### config.mk
export PLATFORM = sky130hd
export DESIGN_NAME = clkdiv_factor_calc
export DESIGN_NICKNAME = d
export VERILOG_FILES = /design/src/rtl/clkdiv_factor_pkg.sv /design/src/rtl/clkdiv_serial_div.sv /design/src/rtl/clkdiv_factor_sel.sv /design/src/rtl/clkdiv_factor_calc.sv
export SDC_FILE = /design/constraint.sdc
export NUM_CORES = 1
export LEC_CHECK = 0
export ABC_AREA = 1
export BUFFER_PORTS_ARGS = -buffer_cell sky130_fd_sc_hd__buf_2
export CAP_MARGIN = 30
export CORE_MARGIN = 3
export CORE_UTILIZATION = 50
export CTS_CLUSTER_SIZE = 12
export DETAILED_ROUTE_END_ITERATION = 7
export PLACE_DENSITY = 0.68
export SETUP_SLACK_MARGIN = 0.05
export SYNTH_ARGS = -nofsm -noshare
export SYNTH_HDL_FRONTEND = slang
export SYNTH_SLANG_ARGS = --single-unit
### constraint.sdc
create_clock -name clk -period 5.93 [get_ports clk]
set_input_delay 1.186 -clock clk [delete_from_list [all_inputs] [get_ports clk]]
set_output_delay 1.186 -clock clk [all_outputs]
set_load 0.03 [all_outputs]
### src/rtl/clkdiv_factor_pkg.sv
// Package: shared widths, limits and controller state type for the
// clock divider factor calculator. Assumes rates fit in RATE_W bits.
package clkdiv_factor_pkg;
    localparam int RATE_W  = 32;                    // rate operand width
    localparam int P_MAX   = 3;                     // largest prescale exponent
    localparam int P_W     = $clog2(P_MAX + 1);     // p field width
    localparam int M_W     = 4;                     // m field width
    localparam int M_LIMIT = 1 << M_W;              // largest linear count
    localparam int CNT_W   = M_W + 1;               // width holding 1..M_LIMIT

    typedef enum logic [1:0] {
        ST_IDLE,   // waiting for a request
        ST_RATIO,  // dividing parent by request
        ST_PICK,   // choosing p and count, launching second division
        ST_RATE    // dividing prescaled parent by count
    } calc_state_t;
endpackage

### src/rtl/clkdiv_serial_div.sv
// Bit-serial restoring unsigned divider. One quotient bit per cycle, W
// cycles per division, 'fin' pulses one cycle after the last step.
// Assumes divisor is non-zero and 'go' only arrives when not running.
module clkdiv_serial_div #(
    parameter int W = 32
) (
    input  logic         clk,
    input  logic         rst_n,
    input  logic         go,
    input  logic [W-1:0] dividend,
    input  logic [W-1:0] divisor,
    output logic [W-1:0] quotient,
    output logic         fin
);
    localparam int SW = $clog2(W);

    logic [W-1:0]  rem_q, quo_q, den_q;
    logic [SW-1:0] step_q;
    logic          run_q;
    logic [W:0]    shifted;
    logic [W-1:0]  diff;
    logic          ge;

    // Trial subtraction of the divisor from the shifted partial remainder
    always_comb begin
        shifted = {rem_q, quo_q[W-1]};
        ge      = shifted >= {1'b0, den_q};
        diff    = shifted[W-1:0] - den_q;
    end

    // Shift/subtract sequencing and completion pulse
    always_ff @(posedge clk) begin
        if (!rst_n) begin
            rem_q  <= '0;
            quo_q  <= '0;
            den_q  <= '0;
            step_q <= '0;
            run_q  <= 1'b0;
            fin    <= 1'b0;
        end else begin
            fin <= 1'b0;
            if (go) begin
                rem_q  <= '0;
                quo_q  <= dividend;
                den_q  <= divisor;
                step_q <= SW'(W - 1);
                run_q  <= 1'b1;
            end else if (run_q) begin
                rem_q  <= ge ? diff : shifted[W-1:0];
                quo_q  <= {quo_q[W-2:0], ge};
                step_q <= step_q - 1'b1;
                if (step_q == '0) begin
                    run_q <= 1'b0;
                    fin   <= 1'b1;
                end
            end
        end
    end

    assign quotient = quo_q;
endmodule

### src/rtl/clkdiv_factor_sel.sv
// Combinational choice of prescale exponent and linear count from the
// integer ratio: smallest p bringing ratio>>p under M_LIMIT (else P_MAX),
// count = ceil(ratio / 2^p) limited to M_LIMIT.
module clkdiv_factor_sel
    import clkdiv_factor_pkg::*;
#(
    parameter int W = RATE_W
) (
    input  logic [W-1:0]     ratio,
    output logic [P_W-1:0]   p_sel,
    output logic [CNT_W-1:0] count
);
    logic [W:0] rounded;
    logic [W:0] ceil_v;

    // Pick the smallest exponent whose shifted ratio fits the linear stage
    always_comb begin
        p_sel = P_W'(P_MAX);
        for (int k = P_MAX - 1; k >= 0; k--) begin
            if ((ratio >> k) < W'(M_LIMIT)) p_sel = P_W'(k);
        end
    end

    // Round the linear count up and clamp it to the field range
    always_comb begin
        rounded = {1'b0, ratio} + (((W+1)'(1)) << p_sel) - (W+1)'(1);
        ceil_v  = rounded >> p_sel;
        count   = (ceil_v > (W+1)'(M_LIMIT)) ? CNT_W'(M_LIMIT) : ceil_v[CNT_W-1:0];
    end
endmodule

### src/rtl/clkdiv_factor_calc.sv
// Top: accepts parent/requested rates, runs ratio division, factor choice
// and achieved-rate division on one shared serial divider, then updates
// p/m/rate together with a one-cycle done pulse. Starts while busy are
// dropped.
module clkdiv_factor_calc
    import clkdiv_factor_pkg::*;
(
    input  logic              clk,
    input  logic              rst_n,
    input  logic              start,
    input  logic              round_only,
    input  logic [RATE_W-1:0] parent_rate,
    input  logic [RATE_W-1:0] target_rate,
    output logic              done,
    output logic [P_W-1:0]    p_out,
    output logic [M_W-1:0]    m_out,
    output logic [RATE_W-1:0] rate_out
);
    calc_state_t       state_q;
    logic              busy, accept, ro_q;
    logic [RATE_W-1:0] parent_q, ratio_q, tgt_eff;
    logic [P_W-1:0]    p_q, p_sel;
    logic [CNT_W-1:0]  cnt_q, count;
    logic              div_go, div_fin;
    logic [RATE_W-1:0] div_a, div_b, div_q;

    assign busy   = (state_q != ST_IDLE);
    assign accept = start && !busy;

    // Clamp the request to the parent rate
    always_comb tgt_eff = (target_rate > parent_rate) ? parent_rate : target_rate;

    // Divider launch and operand selection per phase
    always_comb begin
        div_go = (accept && tgt_eff != '0) || (state_q == ST_PICK);
        if (state_q == ST_IDLE) begin
            div_a = parent_rate;
            div_b = tgt_eff;
        end else begin
            div_a = parent_q >> p_sel;
            div_b = RATE_W'(count);
        end
    end

    clkdiv_factor_sel #(.W(RATE_W)) u_sel (
        .ratio (ratio_q),
        .p_sel (p_sel),
        .count (count)
    );

    clkdiv_serial_div #(.W(RATE_W)) u_div (
        .clk      (clk),
        .rst_n    (rst_n),
        .go       (div_go),
        .dividend (div_a),
        .divisor  (div_b),
        .quotient (div_q),
        .fin      (div_fin)
    );

    // Phase sequencing and registered result update
    always_ff @(posedge clk) begin
        if (!rst_n) begin
            state_q  <= ST_IDLE;
            parent_q <= '0;
            ratio_q  <= '0;
            ro_q     <= 1'b0;
            p_q      <= '0;
            cnt_q    <= '0;
            done     <= 1'b0;
            p_out    <= '0;
            m_out    <= '0;
            rate_out <= '0;
        end else begin
            done <= 1'b0;
            unique case (state_q)
                ST_IDLE: if (accept) begin
                    parent_q <= parent_rate;
                    ro_q     <= round_only;
                    if (tgt_eff == '0) begin
                        ratio_q <= '1;
                        state_q <= ST_PICK;
                    end else begin
                        state_q <= ST_RATIO;
                    end
                end
                ST_RATIO: if (div_fin) begin
                    ratio_q <= div_q;
                    state_q <= ST_PICK;
                end
                ST_PICK: begin
                    p_q     <= p_sel;
                    cnt_q   <= count;
                    state_q <= ST_RATE;
                end
                ST_RATE: if (div_fin) begin
                    rate_out <= div_q;
                    if (!ro_q) begin
                        p_out <= p_q;
                        m_out <= M_W'(cnt_q - 1'b1);
                    end
                    done    <= 1'b1;
                    state_q <= ST_IDLE;
                end
                default: state_q <= ST_IDLE;
            endcase
        end
    end
endmodule

* Yosys cells after proc, flatten, opt, wreduce, memory -nomap -nowiden *
Index checks and enable logic that the tools add are counted.

storage, ports and cells
  output and inout bits = 39
  bits in registers = 215
  word-level logic and storage cells = 85
  input port bits = 68

cells by class
  add/sub/neg operators = 5
  shifts and indexed selects = 3
  muxes and demuxes = 26
  reductions and logical operators = 19
  equal/unequal tests = 7
  bitwise gates (word level) = 3
  $lt $le $gt $ge = 6

operators with widths
  operator                                                        number
  two-way mux 32 bit                                              9
  one-hot mux 32 bit (2 select lines)                             1
  adder 32 x 33 -> 33 bit                                         1
  >= comparator 33 x 32 -> 1 bit                                  1
  greater-than comparator 33 x 5 -> 1 bit, second input constant  1
  << shifter 1 x 2 -> 33 bit, first input constant                1
  >> shifter 33 x 2 -> 33 bit                                     1
  subtractor 33 x 1 -> 33 bit, second input constant              1
  greater-than comparator 32 bit                                  1
  zero test 32 bit                                                1
  less-than comparator 32 x 5 -> 1 bit, second input constant     1
  nonzero test 32 bit                                             1
  >> shifter 32 x 2 -> 32 bit                                     1
  subtractor 32 bit                                               1
  less-than comparator 31 x 5 -> 1 bit, second input constant     1
  less-than comparator 30 x 5 -> 1 bit, second input constant     1
  two-way mux 5 bit                                               3
  two-way mux 2 bit                                               6
  one-hot mux 2 bit (4 select lines)                              1
  two-way mux 1 bit                                               6
  != test 2 x 1 -> 1 bit, second input constant                   3
  AND reduction 2 bit                                             3
  AND reduction 3 bit                                             2
  nonzero test 2 bit                                              3
  14 further kinds                                                18

* Depth between registers and ports, before layout *
Gate-level depths: netlist of the first run.

  word-level depth = 11
  mapped depth = 38
  mapped depth without buffers = 36

* By module *
Synthesis of the first run repeated with hierarchy kept, for this count alone.

second synthesis, totals
  cell total of the unflattened synthesis = 2961
  area total of the unflattened synthesis = 17674.5 µm²

modules (own cells, without submodules)
  module              cells an instance  area each (µm²)  sequential area each (µm²)  instances
  clkdiv_serial_div   1065               6857.8           2062.0                      1
  clkdiv_factor_calc  1072               6805.3           2242.2                      1
  clkdiv_factor_sel   824                4011.3           0.0                         1

* Worst setup path before layout of the first run *
No wires, ideal clock.

  path type = reg-to-reg
  start = register ratio_q[12]
  end = register u_div.den_q[0]
  clock period less this slack = 4759 ps
  path slack = 1171 ps
  buffers on the path = 2
  stages on the path, launching flop included = 35
  data required time = 5860 ps
  arrival = 4689 ps
  setup time = 70 ps
  cell sequence = dfxtp_1 inv_1 ha_1 nand2_1 nor2_1 nor2_1 nand2_1 nor2_1 nor2_1 nor2_1 buf_2 buf_1 nand2_1 ha_1 inv_1 ha_1 fa_1 nand3_1 nand3_1 nand2_1 nand2_1 nand3_1 nand2_1 nand2_1 nand2_1 nand2_1 nand3_1 or2_2 a21oi_1 nand2_1 nand2_1 nand2_1 nor2_2 nand3_1 a21oi_1

between the ends
  cells in the longest elaborated chain, start to end = 11
  elaborated cells on any way between the ends = 13
  those cells by class = add/sub (2); order compare (4); shift (2); mux (5)

RTL lines
  what                                     RTL line                  source
  start, declared                          clkdiv_factor_calc.sv:21  logic [RATE_W-1:0] parent_q, ratio_q, tgt_eff;
  start signal, assigned                   clkdiv_factor_calc.sv:88  ratio_q <= div_q;
  less-than comparator 30 x 5 -> 1 bit     clkdiv_factor_sel.sv:20   if ((ratio >> k) < W'(M_LIMIT)) p_sel = P_W'(k);
  two-way mux 1 bit                        clkdiv_factor_sel.sv:20
  two-way mux 2 bit (2 in series)          clkdiv_factor_sel.sv:20
  << shifter 1 x 2 -> 33 bit               clkdiv_factor_sel.sv:26   rounded = {1'b0, ratio} + (((W+1)'(1)) << p_sel) - (W+1)'(1);
  adder 32 x 33 -> 33 bit                  clkdiv_factor_sel.sv:26
  subtractor 33 x 1 -> 33 bit              clkdiv_factor_sel.sv:26
  >> shifter 33 x 2 -> 33 bit (*)          clkdiv_factor_sel.sv:27   ceil_v = rounded >> p_sel;
  greater-than comparator 33 x 5 -> 1 bit  clkdiv_factor_sel.sv:28   count = (ceil_v > (W+1)'(M_LIMIT)) ? CNT_W'(M_LIMIT) : ceil_v[CNT_W-1:0];
  two-way mux 5 bit (*)                    clkdiv_factor_sel.sv:28
  two-way mux 32 bit (*)                   clkdiv_factor_calc.sv:36  if (state_q == ST_IDLE) begin
  end signal, assigned                     clkdiv_serial_div.sv:45   den_q <= divisor;
  end, declared                            clkdiv_serial_div.sv:17   logic [W-1:0] rem_q, quo_q, den_q;

Mark *: on every way between the ends. The rest lies on a longest branch, timed or not.
A chain may end at the register's enable or synchronous reset.

* Worst setup path in the final report of the first run *
  start = register ratio_q[12]
  end = register u_div.den_q[3]

The elaborated chain is that of the path after synthesis.

==> key figures, run 1 <==
Status
  – Status: finished clean

Floorplan
  – I/O pin total: approximately 110
  – Die Ht: 189 microns
  – DIE WIDTH: between 150 and 200 microns
  – Rows: 66
  – Starting density of the core: 51.1%
  – Core area: between 30000 and 40000 sq um
  – Full die area: 35700 sq um

Synth
  – Most common cell in the netlist: nand2_1
  – Adder-Cell Fraction of Synth Area: around 9.7%
  – Ys flop type: dfxtp_1
  – Post-Syn Instances: ~2700
  – Syn Area/Cell: 6.17 sq um
  – Post-Synth Simple-Gate Area: ~33%
  – FF+latch count, synth: 215
  – Cell taking the most area after synthesis: dfxtp_1
  – Synth unique cells: 46
  – Synth top cells by count: 665 x nand2_1, 350 x inv_1, 270 x nor2_1
  – Seq/Total Area, Yosys: 25.7%
  – Post-synthesis cell area: approximately 17000 sq um
  – Synth top area cells: dfxtp_1 26%, nand2_1 15%, ha_1 9.4%
  – Post-synth top area share: 25.7%
  – Ys async rst share: 0%
  – Post-Syn Nets: 2911
  – Post-synth EDFFs: 0
  – Largest family of logic cells by synthesized area: simple AND/OR/NAND/NOR gates
  – Post-synthesis mux area share: 0%
  – YS warnings: 0
  – Post-synthesis compound-gate area fraction: roughly 18%
  – Synth Area in XOR/XNOR: 2.04%

Timing
  – Slew of the pin with the lowest slew margin: 0.992 ns
  – Worst Skew: between 0.02 and 0.025 ns
  – Count of final setup violators: 0
  – Fmax: between 150 and 200 MHz
  – Max-slew violation count: 0
  – Setup_tns: 0 ns
  – RSZ-0062 raised after global routing: no
  – Min cycle time layout: 5.31 ns
  – Final Hold Viols: 0
  – Slew HR: between 30% and 40%
  – Final Cycle Share: ~90%

Cells and area
  – Sequential cell area: about 4300 sq um
  – FILL cells: 3405
  – Share of post-route cells with drive strength above 1: between 7 and 8%
  – Final Cell Area: between 15000 and 20000 sq um
  – Final Util: 55.9%
  – N_diodes: 0
  – Multi-input gate area: around 10000 sq um
  – Synthesis-to-finish area growth: 9.45%
  – Filler-free cell count of the finished design: between 3000 and 4000
  – Nets: slightly below 3000

Detailed routing
  – ANT nets after route: 0
  – Residual DRC: 0
  – Total Wirelength: around 52000 microns
  – Wire per inst: around 16 microns
  – DR vias: between 15000 and 20000
  – Initial DRC count: ~1400
  – Total iterations of the first detailed-routing run: 6
  – DR vias/cell: between 5 and 6

Worst setup path
  – Arrival time worst endpoint: between 5 and 6 ns
  – Max FO, Critical Path: 32
  – R2R Setup Slk: between 0.6 and 0.7 ns
  – Crit path launch: ratio_q[12]
  – Crit path required time: roughly 6.4 ns
  – CP max stage cell: fa_1
  – Crit path kind: flop to flop
  – Worst Setup Start Kind: flop
  – Crit path capture type: flop
  – R2R Path Start: ratio_q[12]
  – Largest stage delay, worst path: around 0.42 ns
  – Most used cell, CP: nand2_1

Global routing
  – Vias in the first global route: around 17000
  – Initial antenna violation count: 1
  – First-pass GRT wire length: between 80000 and 90000 microns
  – Gr ovfl total: 0
  – Total track usage: 28.4%
  – Pin count of the biggest net entering global routing: 90

Placement
  – DPL Wire Length: 40000 microns
  – Post-DP Area: between 15000 and 20000 sq um
  – Routability cong.: 1.01
  – Dpl cells: ~3200
  – Port bufs: about 110

CTS
  – Num CTS Buffers: 26
  – Worst-path clk slew: about 0.06 ns
  – Clk_lat worst skew: approximately 0.56 ns
  – Post-CTS Hold Buffers: 0
  – Clk buf depth: 3
  – H-Tree Depth: 1
  – CTS tree: done
  – Clock root cell: clkbuf_16
  – Clock Sinks: about 220

Job
  – Max cap viols: 0

Hold path
  – Worst hold path class: flop to flop
  – Hold path start: p_q[1]
==> state kept, by name (all words and copies together) (netlist names) <==
name / flops
parent_q: 32
rate_out: 32
ratio_q: 32
u_div.den_q: 32
u_div.quotient: 32
u_div.rem_q: 32
u_div.step_q: 5
cnt_q: 4
m_out: 4
p_out: 2
p_q: 2
state_q: 2
done: 1
ro_q: 1
u_div.fin: 1
u_div.run_q: 1
==> through the flow <==
stage               hold WS (ns)  setup WS, ns
floorplan                  0.430          1.17
global placement           0.443         0.496
detailed placement         0.448         0.367
CTS                        0.458         0.315
global route               0.486         0.115
finish                     0.458         0.615
==> timing repair <==
item                                    CTS  global route
buffers inserted                          0             0
endpoints found under the setup margin    0             8
resized for setup                         0             5
==> worst max-delay path: cells and delay by family (launching register included) <==
family,cells,cell delay [ns]
compound gates,2,0.35
fa+ha+maj,4,1.13
buf+inv,3,0.38
flops,1,0.37
simple gates,24,2.99
==> logic make-up (layout without fill, tap and decap cells) <==
logic type | count (synthesis) | after routing
AOI/OAI and AO/OA | 538 | 538
DFF | 215 | 215
buffers and inverters | 491 | 533
and+or+nand+nor | 1304 | 1304
xor gates and xnor gates | 39 | 39
adders and majority gates | 128 | 128
==> layer usage <==
metal	track usage, %	vias up	wire [microns]	share of wire, %
met5	0	-	8	0.015
met1	35.4	8158	21900	42
li1	-	8940	-	-
met4	11.7	2	2230	4.3
met2	48.9	618	24200	47
met3	4.54	129	3700	7.1
==> layout make-up <==
type	instances	area share (%)
Clock inverter	12	1.07
Sequential cell	215	23.5
Timing Repair Buffer	128	3.92
Inverter	358	7.33
Clock buffer	35	3.95
Tap cell	442	3.02
Multi-Input combinational cell	2009	57.2
==> path summary, 6_finish.rpt <==
check                   endpoint  cells after the start
setup / recovery  u_div.den_q[3]                     33
hold / removal          p_out[1]                      2
hold reg to reg         p_out[1]                      2
setup reg to reg  u_div.den_q[3]                     33
==> cell usage in the layout, fill, tap and decap left out, drive strengths merged <==
master,n
nor3,16
o22ai,30
buf,128
o21a,4
o211ai,6
inv,354
a221oi,3
o41ai,1
and3,1
fa,2
dfxtp,215
or2,4
o221ai,19
nand2,670
o21ai,208
a21boi,3
nand4,46
clkinv,12
a21o,4
and2,5
xnor2,19
nor2,274
xor2,20
bufinv,4
ha,126
nand3,250
a22oi,9
a21oi,235
o21bai,5
a31oi,3
a211oi,8
clkbuf,35
nand3b,30
nor4,8
Power of run 1 is left out: the tool's default activity adds up to more than one toggle a clock period on the data nets, which glitch-free logic cannot reach.
==> run 2: changes to the inputs <==
--- a/config.mk
+++ b/config.mk
@@ -5,7 +5,6 @@
 export SDC_FILE = /design/constraint.sdc
 export NUM_CORES = 1
 export LEC_CHECK = 0
-export ABC_AREA = 1
 export BUFFER_PORTS_ARGS = -buffer_cell sky130_fd_sc_hd__buf_2
 export CAP_MARGIN = 30
 export CORE_MARGIN = 3
==> key figures, run 2 <==
Status
  – Status: finished clean (unchanged)

CTS
  – Clock Sinks: 215 (unchanged)
  – Clk buf depth: 3 (unchanged)
  – Num CTS Buffers: 26 (unchanged)
  – Clock root cell: clkbuf_16 (unchanged)
  – Post-CTS Hold Buffers: 0 (unchanged)
  – Clk_lat worst skew: 0.53 ns (was 0.56 ns)
  – CTS tree: done (unchanged)
  – H-Tree Depth: 1 (unchanged)
  – Worst-path clk slew: 0.06 ns (about the same)

Timing
  – Min cycle time layout: 5.57 ns (was 5.31 ns)
  – Final Cycle Share: 93.9% (was 89.6%)
  – Count of final setup violators: 0 (unchanged)
  – Slew HR: 42.7% (was 33.8%)
  – Hold WS: 0.453 ns (was 0.458 ns)
  – Slew of the pin with the lowest slew margin: 0.859 ns (was 0.992 ns)
  – Max-slew violation count: 0 (unchanged)
  – Fmax: 180 MHz (was 188 MHz)
  – Worst Skew: 0.0128 ns (was 0.0227 ns)
  – Final Hold Viols: 0 (unchanged)

Synth
  – Post-Syn Nets: 2271 (was 2911)
  – Synth top area cells: dfxtp_1 28%, ha_1 10%, nand2_1 9.5% (was dfxtp_1 26%, nand2_1 15%, ha_1 9.4%)
  – Post-synth top area share: 28.4% (was 25.7%)
  – Cell taking the most area after synthesis: dfxtp_1 (unchanged)
  – Synth unique cells: 84 (was 46)
  – Syn Area/Cell: 7.31 sq um (was 6.17 sq um)
  – Most common cell in the netlist: nand2_1 (unchanged)
  – Post-Syn Instances: 2075 (was 2715)
  – Ys flop type: dfxtp_1 (unchanged)
  – Ys async rst share: 0% (unchanged)
  – Synth top cells by count: 383 x nand2_1, 215 x dfxtp_1, 191 x a21oi_1 (was 665 x nand2_1, 350 x inv_1, 270 x nor2_1)
  – FF+latch count, synth: 215 (unchanged)
  – Post-synth EDFFs: 0 (unchanged)
  – Seq/Total Area, Yosys: 28.4% (was 25.7%)
  – Post-synthesis cell area: 15200 sq um (was 16700 sq um)
  – YS warnings: 0 (unchanged)

Cells and area
  – N_diodes: 0 (unchanged)
  – Sequential cell area: 4310 sq um (was 4300 sq um)
  – Synthesis-to-finish area growth: 12.5% (was 9.45%)
  – Share of post-route cells with drive strength above 1: 11.0% (was 7.25%)
  – Multi-input gate area: 9890 sq um (was 10500 sq um)
  – Commonest non-fill, non-tap cell in the layout: nand2_1 (unchanged)
  – Nets: 2319 (was 2934)
  – FILL cells: 2877 (was 3405)
  – Final Cell Area: 17100 sq um (was 18300 sq um)
  – Final Util: 57.3% (was 55.9%)
  – Most frequent cells in the layout: 381 x nand2_1, 214 x dfxtp_1, 190 x a21oi_1, 171 x inv_1, 141 x nor2_1 (was 664 x nand2_1, 349 x inv_1, 268 x nor2_1, 250 x nand3_1, 227 x a21oi_1)

Worst setup path
  – Crit path kind: flop to flop (unchanged)
  – R2R Setup Slk: 0.36 ns (was 0.62 ns)
  – Max FO, Critical Path: 6 (was 32)
  – Crit path capture type: flop (unchanged)
  – CP max stage cell: o31a_1 (was fa_1)
  – Kind of cell adding the most delay to the critical path: compound AO/OA/AOI/OAI gates (was simple AND/OR/NAND/NOR gates)
  – Arrival time worst endpoint: 5.96 ns (was 5.79 ns)
  – R2R Path Start: ratio_q[12] (unchanged)
  – Reg2Reg Depth: 23 (was 33)
  – R2R Path End: u_div.den_q[4] (was u_div.den_q[3])
  – Largest stage delay, worst path: 0.42 ns (about the same)
  – Crit path required time: 6.33 ns (was 6.41 ns)
  – Worst Setup Start Kind: flop (unchanged)
  – Most used cell, CP: inv_1 (was nand2_1)
  – Crit path launch: ratio_q[12] (unchanged)
  – Critical path buffers and inverters: 4 (was 3)
  – Crit-path cells: inv_1 -> ha_2 -> nor2b_2 -> a311oi_4 -> buf_4 -> a2111oi_4 -> nor2_2 -> nor2_1 -> inv_1 -> ha_1 -> inv_1 -> ha_1 -> a211oi_2 -> nor2_1 -> a41o_1 -> a211o_1 -> a21o_2 -> a221oi_2 -> xnor2_1 -> o31a_1 -> a211oi_1 -> nor4bb_2 -> o32ai_1

Floorplan
  – DIE WIDTH: 180 microns (was 189 microns)
  – Full die area: 32500 sq um (was 35700 sq um)
  – Starting density of the core: 50.9% (was 51.1%)
  – I/O pin total: 107 (unchanged)
  – Core area: 29800 sq um (was 32800 sq um)
  – Die Ht: 180 microns (was 189 microns)
  – Rows: 63 (was 66)

Global routing
  – First-pass GRT wire length: 73700 microns (was 83300 microns)
  – Total track usage: 27.0% (was 28.4%)
  – Vias in the first global route: 14100 (was 16600)
  – Gr ovfl total: 0 (unchanged)
  – Pin count of the biggest net entering global routing: 89 (was 90)
  – Initial antenna violation count: 1 (unchanged)

Placement
  – DPL Wire Length: 34200 microns (was 40000 microns)
  – Routability cong.: 0.949 (was 1.01)
  – Post-DP Area: 16000 sq um (was 17400 sq um)
  – Port bufs: 106 (unchanged)

Detailed routing
  – Initial DRC count: 1341 (was 1399)
  – Total iterations of the first detailed-routing run: 6 (unchanged)
  – Total Wirelength: 46000 microns (was 52100 microns)
  – ANT nets after route: 0 (unchanged)
  – DR vias/cell: 5.97 (was 5.58)
  – Residual DRC: 0 (unchanged)
  – DR vias: 15100 (was 17800)
  – Wire per inst: 18.2 microns (was 16.3 microns)

Hold path
  – Hold EP: rate_out[18] (was p_out[1])
  – Worst Hold Path Cells: 2 (unchanged)
  – Hold path start: rate_out[18] (was p_q[1])
  – Worst hold path class: flop to flop (unchanged)

Job
  – Max cap viols: 0 (unchanged)
==> run 2: final cells by class <==
type                    count  share of cell area, %
clock buffers              35                   4.43
clock inverters            12                  0.858
inverters                 172                   3.80
multi-input cells        1566                   57.9
flip-flops and latches    215                   25.3
well taps                 390                   2.86
repair buffers            142                   4.86
==> run 2: through the flow <==
step | instances | setup TNS, ns | setup slack, ns
after floorplan | 2075 | 0 | 0.341
after detailed placement | 2478 | 0 | 0.200
after CTS | 2525 | 0 | 0.143
after global placement | 2476 | 0 | 0.402
final | 2532 | 0 | 0.364
after global routing | 2532 | -0.0320 | -0.0260
==> run 2: worst min-delay path: cells and delay by family, from the launching register on <==
kind,cells,cell delay [ns]
flip-flops,1,0.31
AND/OR/NAND/NOR,1,0.05
AO/OA/AOI/OAI,1,0.05
==> run 2: metal layers <==
metal / GRT usage, % / share of wire, %
met1: 36.7 / 44
met2: 44.6 / 47
met3: 3.17 / 5.6
met4: 9.00 / 3.4
met5: 0 / 0.015
==> run 2: worst max path at each step <==
stage	cells past startpoint	slack, ns	end
floorplan	26	0.34	u_div.den_q[4]
global placement	21	0.40	cnt_q[0]
detailed placement	21	0.20	cnt_q[2]
CTS	21	0.14	cnt_q[1]
global route	23	-0.03	cnt_q[2]
finish	23	0.36	u_div.den_q[4]
==> run 2: kinds of logic (layout without fill, tap and decap cells) <==
group,Yosys count,count (layout),share of synthesized area [%]
flip-flops,215,215,28.4
adder cells (fa/ha/maj),128,128,10.7
AO/OA/AOI/OAI,634,634,27.3
AND/OR/NAND/NOR,716,716,20.9
multiplexers,36,36,2.40
buffers and inverters,294,361,7.37
XOR/XNOR,52,52,3.00
==> run 2: timing repair <==
action                                  4_1_cts  5_1_grt
resized for setup                             0       20
setup buffers                                 0        7
endpoints found under the setup margin        0        9
Power of run 2 is left out for the same reason.
